File: src/rtl/sirq_pkg.sv
package sirq_pkg;
  localparam int IRQ_SLOTS   = 16;
  localparam int EXT_FRAMES  = 11;
  localparam int TOTAL_SLOTS = IRQ_SLOTS + EXT_FRAMES;
  localparam int SLOT_W      = $clog2(TOTAL_SLOTS);
  localparam int NUM_SRC     = 3;

  typedef logic [SLOT_W-1:0] slot_t;

  typedef enum logic [2:0] {
    ST_IDLE, ST_KICK, ST_START, ST_FRAME, ST_STOPW, ST_STOP
  } sirq_state_e;

  // selector value equals slot index; zero means "no slot"
  function automatic slot_t user_slot(input logic [4:0] sel);
    if (sel != 5'd0 && int'(sel) < TOTAL_SLOTS) return slot_t'(sel);
    return '0;
  endfunction

  function automatic logic slot_owned(input slot_t s, input slot_t usr,
                                      input slot_t kbd, input slot_t mse);
    return (s == kbd) || (s == mse) || (usr != '0 && s == usr);
  endfunction

  function automatic logic slot_level(input slot_t s, input slot_t usr,
                                      input slot_t kbd, input slot_t mse,
                                      input logic [NUM_SRC-1:0] lv);
    return (lv[0] && s == kbd) || (lv[1] && s == mse) ||
           (lv[2] && usr != '0 && s == usr);
  endfunction
endpackage

File: src/rtl/sirq_req_merge.sv
module sirq_req_merge #(
  parameter int N = 3
) (
  input  logic [N-1:0] soft_req,
  input  logic [N-1:0] hw_en,
  input  logic [N-1:0] flag_src,
  output logic [N-1:0] level
);
  for (genvar i = 0; i < N; i++) begin : g_src
    assign level[i] = soft_req[i] | (flag_src[i] & hw_en[i]);
  end
endmodule

File: src/rtl/sirq_frame_seq.sv
module sirq_frame_seq
  import sirq_pkg::*;
#(
  parameter int START_MIN = 4,
  parameter int START_MAX = 8,
  parameter int LAST_SLOT = TOTAL_SLOTS - 1
) (
  input  logic        clk,
  input  logic        rst_n,
  input  logic        line_in,
  input  logic        change,
  output sirq_state_e st,
  output slot_t       slot,
  output logic [1:0]  phase,
  output logic        quiet,
  output logic        start_hit
);
  localparam int CNT_W = $clog2(START_MAX + 2);
  localparam logic [CNT_W-1:0] MIN_C  = CNT_W'(START_MIN);
  localparam logic [CNT_W-1:0] MAX_C  = CNT_W'(START_MAX);
  localparam logic [CNT_W-1:0] SAT_C  = '1;
  localparam slot_t            LAST_C = slot_t'(LAST_SLOT);

  logic [CNT_W-1:0] lowcnt;
  logic [CNT_W-1:0] lowcnt_inc;

  assign lowcnt_inc = (lowcnt == SAT_C) ? lowcnt : lowcnt + 1'b1;
  assign start_hit  = (st == ST_START) && line_in &&
                      (lowcnt >= MIN_C) && (lowcnt <= MAX_C);

  always_ff @(posedge clk or negedge rst_n) begin
    if (!rst_n) begin
      st     <= ST_IDLE;
      lowcnt <= '0;
      slot   <= '0;
      phase  <= 2'd0;
      quiet  <= 1'b0;
    end else begin
      case (st)
        ST_IDLE: begin
          if (!line_in) begin
            st     <= ST_START;
            lowcnt <= CNT_W'(1);
          end else if (quiet && change) begin
            st <= ST_KICK;
          end
        end
        ST_KICK: begin
          st     <= line_in ? ST_IDLE : ST_START;
          lowcnt <= CNT_W'(1);
        end
        ST_START: begin
          if (!line_in) lowcnt <= lowcnt_inc;
          else if (start_hit) begin
            st    <= ST_FRAME;
            slot  <= '0;
            phase <= 2'd0;
          end else st <= ST_IDLE;
        end
        ST_FRAME: begin
          if (phase == 2'd2) begin
            phase <= 2'd0;
            if (slot == LAST_C) st <= ST_STOPW;
            else slot <= slot + 1'b1;
          end else phase <= phase + 2'd1;
        end
        ST_STOPW: begin
          if (!line_in) begin
            st     <= ST_STOP;
            lowcnt <= CNT_W'(1);
          end
        end
        ST_STOP: begin
          if (!line_in) lowcnt <= lowcnt_inc;
          else begin
            if (lowcnt == CNT_W'(2)) quiet <= 1'b1;
            else if (lowcnt >= CNT_W'(3)) quiet <= 1'b0;
            st <= ST_IDLE;
          end
        end
        default: st <= ST_IDLE;
      endcase
    end
  end
endmodule

File: src/rtl/sirq_clkrun_ctl.sv
module sirq_clkrun_ctl (
  input  logic clk,
  input  logic rst_n,
  input  logic clkrun_in,
  input  logic restart_en,
  input  logic stop_inh_en,
  input  logic pending,
  input  logic busy,
  output logic drive
);
  logic want;
  assign want = (restart_en & pending) | (stop_inh_en & busy);

  // sticky once started so the agent's own low level does not release it
  always_ff @(posedge clk or negedge rst_n) begin
    if (!rst_n) drive <= 1'b0;
    else        drive <= want & (drive | clkrun_in);
  end
endmodule

File: src/rtl/sirq_agent.sv
module sirq_agent
  import sirq_pkg::*;
#(
  parameter int KBD_SLOT   = 1,
  parameter int MOUSE_SLOT = 12,
  parameter int START_MIN  = 4,
  parameter int START_MAX  = 8
) (
  input  logic       clk,
  input  logic       rst_n,
  input  logic [2:0] soft_req,
  input  logic       obuf_full0,
  input  logic       obuf_full1,
  input  logic [2:0] hw_en,
  input  logic [4:0] user_sel,
  input  logic       restart_en,
  input  logic       stop_inh_en,
  input  logic       serirq_in,
  output logic       serirq_oe,
  output logic       serirq_out,
  input  logic       clkrun_in,
  output logic       clkrun_drive
);
  localparam slot_t KBD_C = slot_t'(KBD_SLOT);
  localparam slot_t MSE_C = slot_t'(MOUSE_SLOT);

  logic [NUM_SRC-1:0] lv, held_lv;
  slot_t              held_usr, slot;
  sirq_state_e        st;
  logic [1:0]         phase;
  logic quiet, start_hit, kick, in_frame, change;
  logic own_now, lvl_now, sample_low, recov_high;

  sirq_req_merge #(.N(NUM_SRC)) u_merge (
    .soft_req (soft_req),
    .hw_en    (hw_en),
    .flag_src ({obuf_full1, obuf_full0, obuf_full0}),
    .level    (lv)
  );

  assign change = (lv != held_lv);

  sirq_frame_seq #(
    .START_MIN (START_MIN),
    .START_MAX (START_MAX),
    .LAST_SLOT (TOTAL_SLOTS - 1)
  ) u_seq (
    .clk       (clk),
    .rst_n     (rst_n),
    .line_in   (serirq_in),
    .change    (change),
    .st        (st),
    .slot      (slot),
    .phase     (phase),
    .quiet     (quiet),
    .start_hit (start_hit)
  );

  always_ff @(posedge clk or negedge rst_n) begin
    if (!rst_n) begin
      held_lv  <= '0;
      held_usr <= '0;
    end else if (start_hit) begin
      held_lv  <= lv;
      held_usr <= user_slot(user_sel);
    end
  end

  assign kick       = (st == ST_KICK);
  assign in_frame   = (st == ST_FRAME);
  assign own_now    = slot_owned(slot, held_usr, KBD_C, MSE_C);
  assign lvl_now    = slot_level(slot, held_usr, KBD_C, MSE_C, held_lv);
  assign sample_low = in_frame && phase == 2'd0 && own_now && !lvl_now;
  assign recov_high = in_frame && phase == 2'd1 && own_now && !lvl_now;

  assign serirq_oe  = kick | sample_low | recov_high;
  assign serirq_out = recov_high;

  sirq_clkrun_ctl u_clkrun (
    .clk         (clk),
    .rst_n       (rst_n),
    .clkrun_in   (clkrun_in),
    .restart_en  (restart_en),
    .stop_inh_en (stop_inh_en),
    .pending     (change),
    .busy        (st != ST_IDLE),
    .drive       (clkrun_drive)
  );
endmodule

File: config.mk
export PLATFORM = sky130hd
export DESIGN_NAME = sirq_agent
export DESIGN_NICKNAME = d
export VERILOG_FILES = /design/src/rtl/sirq_pkg.sv /design/src/rtl/sirq_req_merge.sv /design/src/rtl/sirq_frame_seq.sv /design/src/rtl/sirq_clkrun_ctl.sv /design/src/rtl/sirq_agent.sv
export SDC_FILE = /design/constraint.sdc
export NUM_CORES = 1
export LEC_CHECK = 0
export BUFFER_PORTS_ARGS = -buffer_cell sky130_fd_sc_hd__buf_2
export CORE_MARGIN = 4
export CORE_UTILIZATION = 39
export DETAILED_ROUTE_END_ITERATION = 8
export SLEW_MARGIN = 20
export SYNTH_ARGS = -nofsm -noshare
export SYNTH_HDL_FRONTEND = slang
export SYNTH_HIERARCHICAL = 1
export SYNTH_SLANG_ARGS = --single-unit
export TNS_END_PERCENT = 100
File: constraint.sdc
create_clock -name clk -period 2.2 [get_ports clk]
set_clock_uncertainty 0.2 [all_clocks]
set_input_delay 0.44 -clock clk [delete_from_list [all_inputs] [get_ports clk]]
set_output_delay 0.44 -clock clk [all_outputs]
set_load 0.005 [all_outputs]
==> flow_summary_export.csv <==
group,metric,value,unit
power,ir_drop,0.311,mV
setup_path,arrival,1810,ps
job,cap_violations,0,
final_layout,diodes,0,
sta,fin_crit,2450,ps
setup_path,critPathCaptureType,"primary output",
sta,hold_viol_final,0,
sta,max_freq,407,MHz
synth,synth.distinct_cells,50,
final_layout,multi_input_area,940,um2
synth,yosysTopAreaCellShare,37.6,%
min_path,hold_start,"user_sel[4]",
die,die_x,72.0,um
die,num_io_pins,22,
synth,ys_seq_area_share,37.6,%
global_route,grt.overflow.total,0,
sta,setup_slack,-255,ps
final_layout,area_growth,20.5,%
synth,ys_warn_count,6,
final_layout,final_design_area_no_fill,1920,um2
drt,dr.first_iter.drc_count,71,
die,rows,22,
sta,slew_headroom,63.4,%
setup_path,r2r_start,"u_seq/st[0]",
synth,synth_area,1600,um2
sta,holdWs,205,ps
sta,tightestPinTransition,549,ps
place,port_buffers,21,
cts,worstSkewPairLatency,270,ps
setup_path,worstPathMaxFanout,3,
place,hpwlAfterDp,2710,um
cts,clkTransAtPathRegs,90,ps
global_route,antenna_found_initial,0,
die,core_area,3800,um2
setup_path,cp.required,1560,ps
power,power_density,474,nW/um2
synth,synth-edff-count,0,
final_layout,fillers,368,
sta,drv_slew,0,
die,die-area,5180,um2
synth,synth_top_area_cell,"dfrtp_1",
synth,avgSynthCellArea,9.85,um2
final_layout,drive_above_1_share,28.3,%
drt,ant_nets,0,
status,outcome,"complete, but fails checks",
drt,drc,0,
cts,clkSinkCount,24,
final_layout,stdcell_count,246,
drt,drt-total-wl,3450,um
final_layout,final_common_cell,"dfrtp_1",
global_route,grt.total_usage,14.2,%
drt,dr_total_vias,1323,
global_route,first_global_vias,1364,
cts,cts_inserted_buffers,3,
power,leakagePower,0.852,nW
min_path,hold_class,"in -> reg",
cts,cts_htree_levels,1,
die,fp.dieH,72.0,um
synth,synthFlopType,"dfrtp_1",
final_layout,final_nets,223,
final_layout,mostFrequentLayoutCells,"24 x dfrtp_1, 21 x buf_2, 15 x nand2_1",
drt,wl_per_cell,14.0,um
setup_path,worstSetupStartpoint,"held_usr[0]",
cts,cts_tree,"done",
die,initial_utilization,42.0,%
place,dpl.cell_count,240,
synth,syn_inst,162,
sta,rsz0062_at_grt,"true",
synth,netlist_top_cells_area,"dfrtp_1 38%, xnor2_1 4.9%, a22o_1 4.4%",
global_route,grt_pass1_wl,5860,um
sta,post-route-period-util,112,%
status,violations,"negative setup slack",
place,routabilityCongestion,0.819,
place,placed_cell_area,1830,um2
cts,cts_max_path_buffers,2,
drt,dr.pass1.iters,4,
drt,via_per_inst,5.38,
synth,synthArstFlopShare,100,%
synth,ys_ff_latch,24,
cts,cts_root_buffer,"clkbuf_8",
global_route,grt_start_max_net_pins,25,
setup_path,critPathLaunchType,"register",
synth,syn-num-nets,186,
sta,setup_viol,2,
final_layout,regArea,601,um2
setup_path,critPathKind,"reg -> out",
-- Yosys cell counts, drive strengths merged, types with 2 or more instances --
library cell	count
and3b	2
o2bb2ai	2
xnor2	9
nor2b	7
ha	5
nand4	3
a21oi	5
nand2	15
inv	8
nor3	3
o21ai	6
nand4b	2
a21o	4
buf	3
mux2i	2
a2111oi	2
or2	4
a22o	9
dfrtp	24
nand3	7
nor2	11
mux2	4
o21a	2
-- state kept, by name, summed over array words and instances (netlist names) --
name	cells
u_seq/lowcnt	4
u_seq/slot	5
held_usr	5
u_clkrun/drive	1
u_seq/phase	2
u_seq/st	3
held_lv	3
u_seq/quiet	1
-- timing repair --
action,in CTS,in global routing
hold endpoints to repair,24,0
setup endpoints to repair,2,2
hold buffers,1,0
resized for setup,0,0
setup buffers,0,1
-- cell families after synthesis --
| family | count (synthesis) | synth area share (%) |
|---|---|---|
| AND/OR/NAND/NOR | 63 | 21.6 |
| AO/OA/AOI/OAI | 43 | 24.3 |
| flip-flops | 24 | 37.6 |
| buffers and inverters | 12 | 3.45 |
| XOR/XNOR | 9 | 4.94 |
| multiplexers | 6 | 4.08 |
| adder cells (fa/ha/maj) | 5 | 3.92 |
-- critical path, cell delays in order, from the launching register on --
cell,delay [ps]
dfrtp_1,410
or4_4,550
a21oi_4,150
o2111ai_2,160
a21boi_2,150
buf_2,120
-- layout make-up --
cell class / instances / area share [%]
Tap cell: 48 / 3.13
Clock buffer: 3 / 2.15
Timing Repair Buffer: 36 / 11.5
Sequential cell: 24 / 31.3
Clock inverter: 1 / 1.56
Inverter: 8 / 1.56
Multi-Input combinational cell: 126 / 48.9
-- where the power goes --
group / switching (mW) / internal (mW)
Clock: 0.153 / 0.244
Combinational: 0.0342 / 0.0298
Sequential: 0.00443 / 0.445
Total: 0.192 / 0.719
-- path summary, 6_finish.rpt --
kind / endpoint / slack (ps) / depth (start not counted)
worst max-delay path: serirq_out / -250 / 5
worst min-delay path: held_usr[4] / 200 / 2
worst max register to register: held_usr[0] / 200 / 6
worst min register to register: u_clkrun/drive / 320 / 2
max in group asynchronous: u_seq/phase[0] / 950 / 2
min in group asynchronous: held_usr[4] / 480 / 2
-- metal layers --
| layer | share of wire [%] | track usage [%] | vias to the layer above |
|---|---|---|---|
| met1 | 45 | 17.9 | 636 |
| li1 | - | - | 667 |
| met5 | 0 | 0 | - |
| met2 | 51 | 23.9 | 16 |
| met3 | 3.0 | 2.91 | 4 |
| met4 | 1.2 | 5.22 | 0 |
-- per-stage QoR --
stage	util [%]	TNS, ps	power [mW]	worst slack [ps]
after floorplan	-	0	0.487	201
after global placement	48.3	0	0.520	83.7
after detailed placement	48.3	0	0.522	46.3
after CTS	50.4	-475	0.921	-263
after global routing	50.6	-597	0.947	-326
final	50.6	-458	0.911	-255
Power figures use the tool's default switching activity.
